==> config.mk <==
export PLATFORM = sky130hd
export DESIGN_NAME = tmr_bank
export DESIGN_NICKNAME = d
export VERILOG_FILES = /design/src/rtl/tmr_pkg.sv /design/src/rtl/tmr_divider.sv /design/src/rtl/tmr_channel.sv /design/src/rtl/tmr_bank.sv
export SDC_FILE = /design/constraint.sdc
export NUM_CORES = 1
export LEC_CHECK = 0
export ABC_CLOCK_PERIOD_IN_PS = 3500
export BUFFER_PORTS_ARGS = -buffer_cell sky130_fd_sc_hd__buf_2
export CELL_PAD_IN_SITES_DETAIL_PLACEMENT = 1
export CELL_PAD_IN_SITES_GLOBAL_PLACEMENT = 1
export CORE_MARGIN = 2
export CORE_UTILIZATION = 51
export DETAILED_ROUTE_END_ITERATION = 8
export GPL_TIMING_DRIVEN = 0
export PLACE_DENSITY_LB_ADDON = 0.1
export RECOVER_POWER = 50
export SLEW_MARGIN = 15
export SYNTH_ARGS = -nofsm -noshare
export SYNTH_HDL_FRONTEND = slang
export SYNTH_SLANG_ARGS = --single-unit
==> constraint.sdc <==
create_clock -name clk_i -period 3.5 [get_ports clk_i]
set_input_delay 0.175 -clock clk_i [delete_from_list [all_inputs] [get_ports clk_i]]
set_output_delay 0.175 -clock clk_i [all_outputs]
set_load 0.01 [all_outputs]
==> src/rtl/tmr_pkg.sv <==
package tmr_pkg;
  localparam int unsigned DEF_NUM_CH = 4;
  localparam int unsigned DEF_CNT_W  = 16;
  localparam int unsigned DIV_W      = 10;
  localparam int unsigned DIV_CODE_W = 2;

  // control word field positions
  localparam int unsigned RUN_BIT  = 7;
  localparam int unsigned IE_BIT   = 6;
  localparam int unsigned CHAIN_BIT = 2;

  // low-bit mask of the divider that must be all ones for a tick
  function automatic logic [DIV_W-1:0] div_mask(input logic [DIV_CODE_W-1:0] code);
    logic [3:0] sh;
    sh = (code == '0) ? 4'd0 : (4'({code, 1'b0}) + 4'd4);
    return ~({DIV_W{1'b1}} << sh);
  endfunction
endpackage

==> src/rtl/tmr_divider.sv <==
module tmr_divider
  import tmr_pkg::*;
(
  input  logic                  clk_i,
  input  logic                  rst_ni,
  input  logic                  run_i,
  input  logic [DIV_CODE_W-1:0] code_i,
  output logic                  tick_o
);
  logic [DIV_W-1:0] div_q;
  logic [DIV_W-1:0] mask;

  assign mask   = div_mask(code_i);
  assign tick_o = run_i && ((div_q & mask) == mask);

  // held at zero while stopped, so a fresh start always begins a full period
  always_ff @(posedge clk_i or negedge rst_ni) begin
    if (!rst_ni)     div_q <= '0;
    else if (!run_i) div_q <= '0;
    else             div_q <= div_q + {{(DIV_W-1){1'b0}}, 1'b1};
  end
endmodule

==> src/rtl/tmr_channel.sv <==
module tmr_channel
  import tmr_pkg::*;
#(
  parameter int unsigned CNT_W = DEF_CNT_W
) (
  input  logic             clk_i,
  input  logic             rst_ni,
  input  logic             wr_cnt_i,
  input  logic             wr_ctl_i,
  input  logic [CNT_W-1:0] wdata_i,
  input  logic             chain_in_i,
  output logic [CNT_W-1:0] cnt_o,
  output logic [CNT_W-1:0] ctl_o,
  output logic [CNT_W-1:0] reload_o,
  output logic             ovf_o,
  output logic             irq_o
);
  logic [CNT_W-1:0] cnt_q, reload_q, ctl_q;
  logic             irq_q;
  logic             run, chained, div_tick, step, start;

  assign run     = ctl_q[RUN_BIT];
  assign chained = ctl_q[CHAIN_BIT];

  tmr_divider u_div (
    .clk_i  (clk_i),
    .rst_ni (rst_ni),
    .run_i  (run),
    .code_i (ctl_q[DIV_CODE_W-1:0]),
    .tick_o (div_tick)
  );

  assign step  = run && (chained ? chain_in_i : div_tick);
  assign ovf_o = step && (cnt_q == {CNT_W{1'b1}});
  assign start = wr_ctl_i && wdata_i[RUN_BIT] && !run;

  always_ff @(posedge clk_i or negedge rst_ni) begin
    if (!rst_ni) begin
      cnt_q    <= '0;
      reload_q <= '0;
      ctl_q    <= '0;
      irq_q    <= 1'b0;
    end else begin
      if (start || ovf_o) cnt_q <= reload_q;
      else if (step)      cnt_q <= cnt_q + {{(CNT_W-1){1'b0}}, 1'b1};
      if (wr_cnt_i) reload_q <= wdata_i;
      if (wr_ctl_i) ctl_q    <= wdata_i;
      irq_q <= ovf_o && ctl_q[IE_BIT];
    end
  end

  assign cnt_o    = cnt_q;
  assign ctl_o    = ctl_q;
  assign reload_o = reload_q;
  assign irq_o    = irq_q;
endmodule

==> src/rtl/tmr_bank.sv <==
module tmr_bank
  import tmr_pkg::*;
#(
  parameter int unsigned NUM_CH = DEF_NUM_CH,
  parameter int unsigned CNT_W  = DEF_CNT_W,
  parameter int unsigned SND_CH = 2,
  localparam int unsigned SEL_W = $clog2(NUM_CH),
  localparam int unsigned ADR_W = SEL_W + 1
) (
  input  logic              clk_i,
  input  logic              rst_ni,
  input  logic [ADR_W-1:0]  addr_i,
  input  logic              we_i,
  input  logic [CNT_W-1:0]  wdata_i,
  output logic [CNT_W-1:0]  rdata_o,
  output logic [NUM_CH-1:0] irq_o,
  output logic [SND_CH-1:0] snd_ovf_o
);
  logic [NUM_CH-1:0][CNT_W-1:0] cnt_w, ctl_w, reload_w;
  logic [NUM_CH-1:0]            ovf_w;
  logic [SEL_W-1:0]             sel;
  logic [SND_CH-1:0]            snd_q;

  assign sel = addr_i[ADR_W-1:1];

  for (genvar i = 0; i < NUM_CH; i++) begin : g_ch
    logic ovf, chain_in, hit;
    assign hit = we_i && (sel == SEL_W'(i));
    if (i == 0) begin : g_first
      assign chain_in = 1'b0;
    end else begin : g_next
      assign chain_in = g_ch[i-1].ovf;
    end
    tmr_channel #(.CNT_W(CNT_W)) u_ch (
      .clk_i      (clk_i),
      .rst_ni     (rst_ni),
      .wr_cnt_i   (hit && !addr_i[0]),
      .wr_ctl_i   (hit && addr_i[0]),
      .wdata_i    (wdata_i),
      .chain_in_i (chain_in),
      .cnt_o      (cnt_w[i]),
      .ctl_o      (ctl_w[i]),
      .reload_o   (reload_w[i]),
      .ovf_o      (ovf),
      .irq_o      (irq_o[i])
    );
    assign ovf_w[i] = ovf;
  end

  always_ff @(posedge clk_i or negedge rst_ni) begin
    if (!rst_ni) snd_q <= '0;
    else         snd_q <= ovf_w[SND_CH-1:0];
  end

  assign snd_ovf_o = snd_q;
  assign rdata_o   = addr_i[0] ? ctl_w[sel] : cnt_w[sel];
endmodule

---- Yosys cells after proc, flatten, opt, wreduce, memory -nomap -nowiden ----
Index checks and enable logic that the tools add are counted.
word-level totals
  output and inout port bits .............. 22
  bits in writable memories ............... 0
  bits in read-only memories .............. 0
  bits in latches ......................... 0
  input bits .............................. 22
  word-level logic and storage cells ...... 136
  register bits ........................... 238
  memories ................................ 0
cells by class
  equal/unequal tests ..................... 11
  multipliers ............................. 0
  add/subtract/negate cells ............... 12
  $lt $le $gt $ge ......................... 1
  shift-type cells ........................ 4
  muxes and demuxes ....................... 25
  reductions and logical operators ........ 54
  bitwise logic cells ..................... 8
  divide/modulo/power cells ............... 0
operator list
  kind                   number
  $mux 16                11
  $add 16x1->16 const B  4
  $bmux 16 s2            2
  $eq 16x16->1 const B   4
  $add 10x1->10 const B  4
  $and 10x10->10         4
  $eq 10x10->1           4
  $mux 10                4
  $not 10->10            4
  $shl 10x4->10 const A  4
  $logic_and 1x1->1      36
  $add 3x3->4 const B    4
  $mux 4                 4
  $logic_not 2->1        5
  $reduce_bool 2->1      4
  $logic_not 1->1        5
  $eq 2x2->1 const B     2
  $logic_or 1x1->1       4
  $mux 1                 4
  $lt 2x3->1 const B     1
  $eq 2x1->1 const B     1

---- Depth between registers and ports, before layout ----
Gate-level depths: netlist of the first run.
  depth in word-level cells ............... 21
  gate-level depth with buffers ........... 10
  gate-level depth less buffers ........... 8

---- Hierarchy ----
Synthesis of the first run repeated with hierarchy kept, for this count alone.
unflattened totals
  cells, all modules ...................... 1,098
  area, all modules ....................... 12,463.2 um2
modules (own cells, without submodules)
  module       instances  cells an instance  area each (um2)
  tmr_channel  4          196                2,319.7
  tmr_divider  4          51                 498.0
  tmr_bank     1          110                1,192.4

---- Least setup slack after synthesis of the first run ----
OpenSTA, ideal clock, no wires.
  path kind ............................... register -> register
  from .................................... reg g_ch[1].u_ch.cnt_q[0]
  to ...................................... reg g_ch[3].u_ch.cnt_q[1]
  path slack .............................. 998 ps
  arrival ................................. 2,383 ps
  stages on the path, launching flop included .. 9
  library setup time ...................... 120 ps
  path buffers ............................ 0
  cell sequence ........................... dfrtp_1 > ha_1 > inv_1 > or4_4 > nor3_4 > nor2_2 > o41ai_4 > mux2i_1 > o21ai_2
between the ends
  longest elaborated chain between the ends .. 10
ends and longest elaborated chain
  what                                                 line               RTL
  start, declared                                      tmr_channel.sv:18  logic [CNT_W-1:0] cnt_q, reload_q, ctl_q;
  start signal, assigned                               tmr_channel.sv:44  if (start || ovf_o) cnt_q <= reload_q;
  start signal, assigned                               tmr_channel.sv:45  else if (step) cnt_q <= cnt_q + {{(CNT_W-1){1'b0}}, 1'b1};
  $eq 16x16->1 (*)                                     tmr_channel.sv:34  assign ovf_o = step && (cnt_q == {CNT_W{1'b1}});
  $logic_and 1x1->1 (*)                                tmr_channel.sv:34
  $mux 1 (*)                                           tmr_channel.sv:33  assign step = run && (chained ? chain_in_i : div_tick);
  $logic_and 1x1->1 (*)                                tmr_channel.sv:33
  $logic_and 1x1->1 (*)                                tmr_channel.sv:34
  $mux 1 (*)                                           tmr_channel.sv:33
  $logic_and 1x1->1 (*)                                tmr_channel.sv:33
  $logic_and 1x1->1                                    tmr_channel.sv:34
  $logic_or 1x1->1                                     tmr_channel.sv:44
  $mux 16 / $reduce_bool 2->1 (equally long branches)  n/a
  end signal, assigned                                 tmr_channel.sv:44
  end signal, assigned                                 tmr_channel.sv:45
  end, declared                                        tmr_channel.sv:18
Every way passes the cells marked *; elsewhere a longest branch is shown, timed or not.
A chain may end at the register's enable or synchronous reset.

---- Final worst setup path of the first run ----
  from .................................... reg g_ch[3].u_ch.cnt_q[0]
  to ...................................... reg g_ch[3].u_ch.cnt_q[4]
between the ends
  longest elaborated chain between the ends .. 4
ends and longest elaborated chain
  what
  parallel branches: the longest is 4 deep, another holds $add 16x1->16
Several ways; the timed one is not identified. The select of a mux whose other input is x is not followed.

==> results, run 1 <==
- The initial core utilization is 51.75%.
- The total cell area at the placement stage is 12790 sq um.
- TritonCTS built the clock tree.
- The cell taking the most area after synthesis is dfrtp_1.
- The final max-slew violation count is 61.
- The finished layout holds 1481 standard cells, fillers aside.
- Summed over all layers, the global routing overflow is 0.
- The total setup violations reported at the end of the flow is 0.
- The number of antenna cells inserted is 0.
- CTS placed an instance of clkbuf_16 at the clock tree root.
- Global routing consumed, over all layers together, 30.55% of the routing resources.
- The post-synthesis sequential element count is 238.
- The number of optimization iterations in the first detailed-route pass is 5.
- Yosys mapped the design onto 75 distinct sky130hd cell types.
- The worst setup path is launched from a flip-flop.
- A synthesized cell averages 11.34 sq um.
- For the worst setup path, the data arrival time is 3.69 ns.
- The max-capacitance violation count is 2.
- After clock tree synthesis, the clock-pin slew on the worst setup and hold paths is 0.07 ns.
- Ranked by instance count, the synthesized netlist is headed by dfrtp_1 (238), mux2_2 (143), nand2_1 (92).
- The maximum number of pins on one net before global-route repair is 102.
- Once detailed placement completed, the half-perimeter wirelength came to 26.21 mm.
- The die covers 24990 sq um.
- The number of clock sinks seen by CTS is 238.
- The final weighted congestion in routability-driven placement is 0.9240.
- The total power density per cell area is 620.8 nW/um^2.
- The run finished, with violations left.
- The final-report hold violation count came to 0.
- The worst hold path begins at wdata_i[2].
- The worst register-to-register path has a depth of 8.
- The instance count of the mapped netlist is 1068.
- The number of nets still failing antenna checks after routing is 0.
- The final critical path takes up 92.80% of the cycle.
- The most common cell in the netlist is dfrtp_1.
- In this run the cell area of the synthesized design comes to 12110 sq um.
- The vias per cell is 6.263.
- The routed length per placed instance is 24.85 microns.
- The setup TNS after final layout is 0 ns.
- The critical path is of the flip-flop to flip-flop type.
- The multi-input combinational cells in the finished layout cover a total of 5838 sq um.
- For flop-to-flop paths, the worst setup slack is 0.25 ns.
- Of the synthesized area, sequential elements account for 49.18%.
- The placement row count is 56.
- Summing internal, switching and leakage power gives 8492 uW.
- The clock period could shrink to 3.248 ns.
- The slew of the pin with the lowest slew margin is 2.725 ns.
- The initial antenna violation count is 1.
- The worst hold endpoint is g_ch[0].u_ch.ctl_o[2].
- The count of input and output buffers is 43.
- The number of cells after detailed placement is 1432.
- For this design the top-level I/O count stands at 44.
- Along the worst path, the maximum fanout reaches 10.
- In this run the biggest area consumer among cell types represents 49.18% of the synthesized area.
- The worst register-to-register path begins at g_ch[3].u_ch.cnt_o[0].
- The longest clock path from root to sink contains 3 buffers.
- The die is 158.1 microns wide.
- The level count of the clock H-tree is 1.
- The layout cell share with drive strength beyond 1 is 25.13%.
- Measured along the y axis, the die boundary spans 158.1 microns.
- The routed layout has 9275 vias.
- The final hold slack is 0.02874 ns.
- For this run, the top clock speed supported by timing is 307.9 MHz.
- Yosys printed 0 warnings.
- The worst vdd rail ir drop is 0.3631 mV.
- For this design the static power due to leakage is 0.005860 uW.
- The number of synthesized flops with an enable pin is 0.
- The area growth from synthesis to final layout is 12.97%.
- The number of global-route vias before repair is 9597.
- The number of stages on the worst hold path is 3.
- In the post-synthesis netlist, the biggest area contributors are dfrtp_1 (49%), mux2_2 (13%), mux4_2 (5.8%), nand2_1 (2.9%), nand3_1 (2.4%).
- The register area is 5956 sq um.
- The standard cell core area is 23400 sq um.
- The type of the tightest min-delay check is input pin to flip-flop.
- For this run, the leading register cell type out of synthesis is dfrtp_1.
- The number of filler cells placed in the layout is 2514.
- Setup repair after global routing left no endpoint under its margin.
- The DRC violation count after routing is 0.
- Of all flip-flops after synthesis, the portion carrying an async set or reset was 100.0%.
- Buffers inserted during clock tree synthesis total 27.
- The required time of the critical path is 3.95 ns.
- The worst slew margin relative to its limit is -81.66%.
- The global-route wire length before repair is 57.19 mm.
- The detailed router finished its first iteration with 520 violations.
- The destination of the worst register-to-register timing path is g_ch[3].u_ch.cnt_o[4].
- The later pin in the worst-skew pair is clocked with a latency of 0.55 ns.
- The number of nets produced by synthesis is 1098.
- The sort of element at the end of the critical path is a flip-flop.
- The number of setup buffers added after CTS is 0.
- Wires add up to 36.81 mm.
- At the end of the flow, the number of nets in the layout was 1173.
- With fillers left out, the area of the finished cells amounts to 13680 sq um.
- Across the routed clock network, the largest skew measured is 0.02181 ns.
- The final reports fail on capacitance limit, slew limit.
[worst max-delay path, stage by stage (launching register included)]
cell	delay [ns]
dfrtp_1	0.48
ha_1	0.28
nand3_1	0.17
nor4_1	0.81
nand2_1	0.38
o41ai_4	0.62
buf_6	0.24
nand2_1	0.09
o311ai_1	0.09
[cells in the final DEF, fill, tap and decap left out, drive strengths merged, types with 17 or more instances in the layout]
master and n:
a21oi 46, and2 23, and3 17, buf 62
clkbuf 74, dfrtp 238, inv 26, mux2 143
mux2i 20, mux4 32, nand2 92, nand3 59
nand4 28, nor2 56, nor3 21, o21ai 53
[report_power, final]
part | switching [uW] | internal [uW]
logic | 820 | 808
clock network | 1130 | 1710
registers | 706 | 3320
total | 2650 | 5840
[routing by layer]
layer / GRT usage, % / up-vias / routed length, microns / share of wire [%]
met1: 42.65 / 4841 / 16240 / 44
met2: 49.63 / 250 / 17370 / 47
met5: 0 / - / 0 / 0
met3: 4.407 / 66 / 2057 / 5.6
li1: - / 4118 / - / -
met4: 9.653 / 0 / 1141 / 3.1
[cell type report]
type                    instances  share of cell area [%]
repair buffers                 46                   2.067
inverters                      25                  0.6859
clock inverters                 6                  0.6128
plain buffers                  50                   1.646
well taps                     319                   2.918
flip-flops and latches        238                   43.53
clock buffers                  42                   5.862
multi-input cells             755                   42.67
[metrics by stage]
stage | setup WS [ns] | utilization (%)
floorplan | 0.9976 | -
global placement | -2.120 | 54.37
detailed placement | 0.3452 | 54.67
CTS | 0.2782 | 58.50
global route | 0.01455 | 58.46
finish | 0.2520 | 58.46
[cell families (layout without fill, tap and decap cells)]
kind of cell | Yosys count | after routing | synth area share, %
buffers and inverters | 75 | 169 | 2.655
AOI/OAI and AO/OA | 183 | 183 | 10.00
and+or+nand+nor | 341 | 341 | 14.38
muxes | 195 | 195 | 20.93
xor gates and xnor gates | 28 | 28 | 2.025
DFF | 238 | 238 | 49.18
adders and majority gates | 8 | 8 | 0.8266
[timing repair]
| action | 4_1_cts | 5_1_grt |
|---|---|---|
| gates resized for setup | 0 | 0 |
| endpoints found under the hold margin | 49 | 0 |
| hold buffers | 1 | 0 |
[worst max path at each step]
stage,from,to,slack [ns]
2_1_floorplan,g_ch[1].u_ch.cnt_o[0],g_ch[3].u_ch.cnt_o[1],1.0
3_3_place_gp,rst_ni,g_ch[2].u_ch.cnt_o[11],-2.12
4_1_cts,g_ch[1].u_ch.cnt_o[0],g_ch[2].u_ch.cnt_o[4],0.28
6_report,g_ch[3].u_ch.cnt_o[0],g_ch[3].u_ch.cnt_o[4],0.25
5_1_grt,g_ch[3].u_ch.cnt_o[0],g_ch[3].u_ch.cnt_o[14],0.01
3_5_place_dp,g_ch[3].u_ch.cnt_o[0],g_ch[3].u_ch.cnt_o[4],0.35
[state kept, by name, summed over array words and instances (netlist names)]
| signal | count |
|---|---|
| g_ch.u_ch.reload_o | 64 |
| g_ch.u_ch.u_div.div_q | 40 |
| g_ch.u_ch.cnt_o | 64 |
| snd_ovf_o | 2 |
| g_ch.u_ch.irq_o | 4 |
| g_ch.u_ch.ctl_o | 64 |
Power figures use the tool's default switching activity.
==> run 2, diff against run 1 <==
--- a/config.mk
+++ b/config.mk
@@ -15,6 +15,7 @@
 export GPL_TIMING_DRIVEN = 0
 export PLACE_DENSITY_LB_ADDON = 0.1
 export RECOVER_POWER = 50
+export SETUP_SLACK_MARGIN = 0.5
 export SLEW_MARGIN = 15
 export SYNTH_ARGS = -nofsm -noshare
 export SYNTH_HDL_FRONTEND = slang
==> run 2 against run 1 <==
  * The run still ends with capacitance limit, slew limit left
  * First-iteration DRC count shrank 6.2%
  * Design area grew 0.87%
  * Non-clock buffer count grew 4
  * Global-route usage grew 0.053 points
  * Sequential share of layout area shrank 0.36 points
  * Count of clock-buffer cells in the layout is the same
  * Fmax grew 12%
  * Worst setup slack gained 0.35 ns
  * Cell count grew 0.27%
  * Sequential power is essentially flat
  * Clock power is essentially flat
==> results, run 2 (synthesis gave the netlist of run 1 again) <==
- In the layout the commonest cells are dfrtp_1 (236), mux2_2 (142), nand2_1 (91).
- The total internal power is 5861 uW.
- 44 I/O pins were placed.
- The arrival time of data at the critical path endpoint is 3.30 ns.
- After detailed routing, the total wire length is 36.96 mm.
- The highest metal layer with signal wires is met4.
- By instance count, the cell type seen most on the critical path is o21ai_0.
- The met1 wire length is 16.36 mm.
- The number of nets still failing antenna checks after routing is 0.
- The power spent charging and discharging nets is 2672 uW.
- The number of antenna diodes in the final layout is 0.
- For this run, the top clock speed supported by timing is 345.1 MHz.
- The count of input and output buffers is 43.
- The die is 158.1 microns wide.
- The worst path in the final design needs a cycle of 2.898 ns, including I/O delays and setup.
- The placement row count is 56.
- With fillers left out, the area of the finished cells amounts to 13800 sq um.
- For this run, design rule violations remaining after detail routing come to 0.
- The placed instances occupy a cell area of 12790 sq um.
- The layout cell share with drive strength beyond 1 is 26.76%.
- The first routing iteration left 488 violations.
- The share of the clock period used by the worst path after layout is 82.79%.
- Setup repair after global routing left no endpoint under its margin.
- In this run, the combinational gates consume 19.6% of the power.
- The final max-slew violation count is 50.
- The worst hold path belongs to the class input pin to flip-flop.
- The checks that failed: capacitance limit, slew limit.
- The global-route congestion overflow total is 0.
- The clock-pin slew of the registers on the worst-case setup and hold paths is 0.06 ns.
- The height of the chip is 158.1 microns.
- The initial antenna violation count is 1.
- The clock buffer count from CTS is 27.
- Registers are responsible for 47.1% of the overall power.
- Between clock sinks in the finished design, the worst skew comes to 0.02244 ns.
- In this run the number of H-tree levels came out at 1.
- The signal on the critical path passes through ha_1, nand4_1, and4bb_2, nand3_1, o21ba_2, a21oi_1, buf_2, o21ai_0, o21ai_0.
- For this run, the slowest stage of the critical path takes 0.53 ns.
- The number of filler cells placed in the layout is 2508.
- The library cell used most frequently in the layout, excluding fill and tap cells, is dfrtp_1.
- The flow ran to the end, but the final reports show violations.
- The root cell of the clock tree is clkbuf_16.
- For this configuration, the core starts out at a cell density of 51.75%.
- The cell with the largest stage delay on the worst path is dfrtp_1.
- The maximum number of pins on one net before global-route repair is 102.
- The slew of the pin with the lowest slew margin is 2.726 ns.
- The clock reaches the later pin of the worst-skew pair after 0.55 ns.
- The routed length per placed instance is 24.89 microns.
- The type of element launching the critical path is a flip-flop.
- At the end of the flow, the number of nets in the layout was 1177.
- The required time of the critical path is 3.90 ns.
- Across all layers, the routed design uses 9312 vias.
- The worst-path maximum fanout is 10.
- The wire-length estimate of the detail-placed layout is 26.21 mm.
- The floorplan step defined a core boundary enclosing 23400 sq um.
- The analysis attributes to cell leakage a power of 0.005911 uW.
- The max-capacitance violation count is 2.
- Summed over all nets, wire length on met2 after detailed routing comes to 17.60 mm.
- TritonCTS built the clock tree.
- The number of cells after detailed placement is 1432.
- VDD sags by at most 0.3692 mV.
- The global-route wire length before repair is 57.33 mm.
- Per report_power, the clock group accounts for 33.3% of the total.
- Before antenna repair, the detailed router went through 5 iterations.
- The total power density per cell area is 618.3 nW/um^2.
- The category of the most critical setup path is flip-flop to flip-flop.
- The met3 wire length is 1.982 mm.
- The clock passes through at most 3 buffers.
- In the routed layout, each cell is associated on average with a via count of 6.271.
- Global routing used 30.61% of the available tracks.
- The post-layout instance count excluding filler cells is 1485.
- Of the total power, the share spent switching nets is 31.32%.
- The final-report hold violation count came to 0.
- Setup violations remaining at the end of the flow were counted as 0.
- The worst setup path is captured at a flip-flop.
- The die covers 24990 sq um.
- Relative to the synthesized area, the layout overhead comes to 13.95%.
- The number of clock sinks seen by CTS is 238.
- The final weighted congestion in routability-driven placement is 0.9240.
- The number of global-route vias before repair was 9601.
- The worst slew margin relative to its limit is -81.71%.
## run 2: cell count changes in the layout (fill, tap and decap cells not counted), sizes merged
cell / delta
clkbuf: +3
buf: +1
## run 2: per-layer routing
metal  up-vias  global-route usage [%]
met3        60                   4.161
met2       265                   49.92
li1       4135                       -
met1      4852                   42.85
met5         -                       0
met4         0                   9.352
## run 2: power by group through the flow
| stage | registers, uW | logic, uW | clock network (uW) |
|---|---|---|---|
| floorplan | 3720 | 1160 | 0 |
| global placement | 4000 | 1530 | 0 |
| detailed placement | 4030 | 1620 | 0 |
| CTS | 4000 | 1650 | 2880 |
| global route | 4090 | 1840 | 2980 |
| finish | 4020 | 1670 | 2840 |
## run 2: worst max-delay path, delay by kind of cell (launching register included)
| family | cells | cell delay (ns) |
|---|---|---|
| and+or+nand+nor | 3 | 0.98 |
| AOI/OAI and AO/OA | 4 | 0.77 |
| DFF | 1 | 0.53 |
| adders and majority gates | 1 | 0.25 |
| buffers and inverters | 1 | 0.22 |
## run 2: path summary, 6_finish.rpt
check | startpoint | end | slack [ns] | depth (start not counted)
worst max register to register | g_ch[2].u_ch.cnt_o[0] | g_ch[3].u_ch.cnt_o[13] | 0.60 | 9
min in group asynchronous | rst_ni | g_ch[0].u_ch.u_div.div_q[2] | 1.25 | 2
max in group asynchronous | rst_ni | g_ch[3].u_ch.reload_o[14] | 0.70 | 2
worst max-delay path | g_ch[2].u_ch.cnt_o[0] | g_ch[3].u_ch.cnt_o[13] | 0.60 | 9
worst min-delay path | wdata_i[2] | g_ch[0].u_ch.ctl_o[2] | 0.03 | 3
worst min register to register | g_ch[0].u_ch.u_div.div_q[0] | g_ch[0].u_ch.u_div.div_q[0] | 0.48 | 1
## run 2: final cells by class
cell class                 count  area (sq um)  share of cell area (%)
clock inverter                 6         83.83                  0.6075
tap                          319         399.1                   2.892
buffer                        50         237.7                   1.723
inverter                      25         93.84                  0.6800
sequential                   238          5958                   43.18
timing repair buffer          50         312.8                   2.267
multi-input combinational    755          5912                   42.84
clock buffer                  42         802.0                   5.812
## run 2: through the flow
stage / utilization, % / hold slack, ns / setup TNS [ns] / total power (uW) / setup slack [ns]
after floorplan: - / -0.1206 / 0 / 4886 / 0.9976
after global placement: 54.37 / 0.4719 / -499.81 / 5528 / -2.120
after detailed placement: 54.67 / 0.1269 / 0 / 5649 / 0.3452
after CTS: 58.70 / 0.01083 / 0 / 8526 / 0.5130
after global routing: 58.97 / 0.05723 / 0 / 8913 / 0.2749
final: 58.97 / 0.02913 / 0 / 8533 / 0.6023
## run 2: what timing repair did
item,in CTS,in global routing
hold buffers,1,0
endpoints found under the setup margin,41,37
resized for setup,8,19
hold endpoints to repair,49,0
pin swaps,1,2
setup buffers,2,2
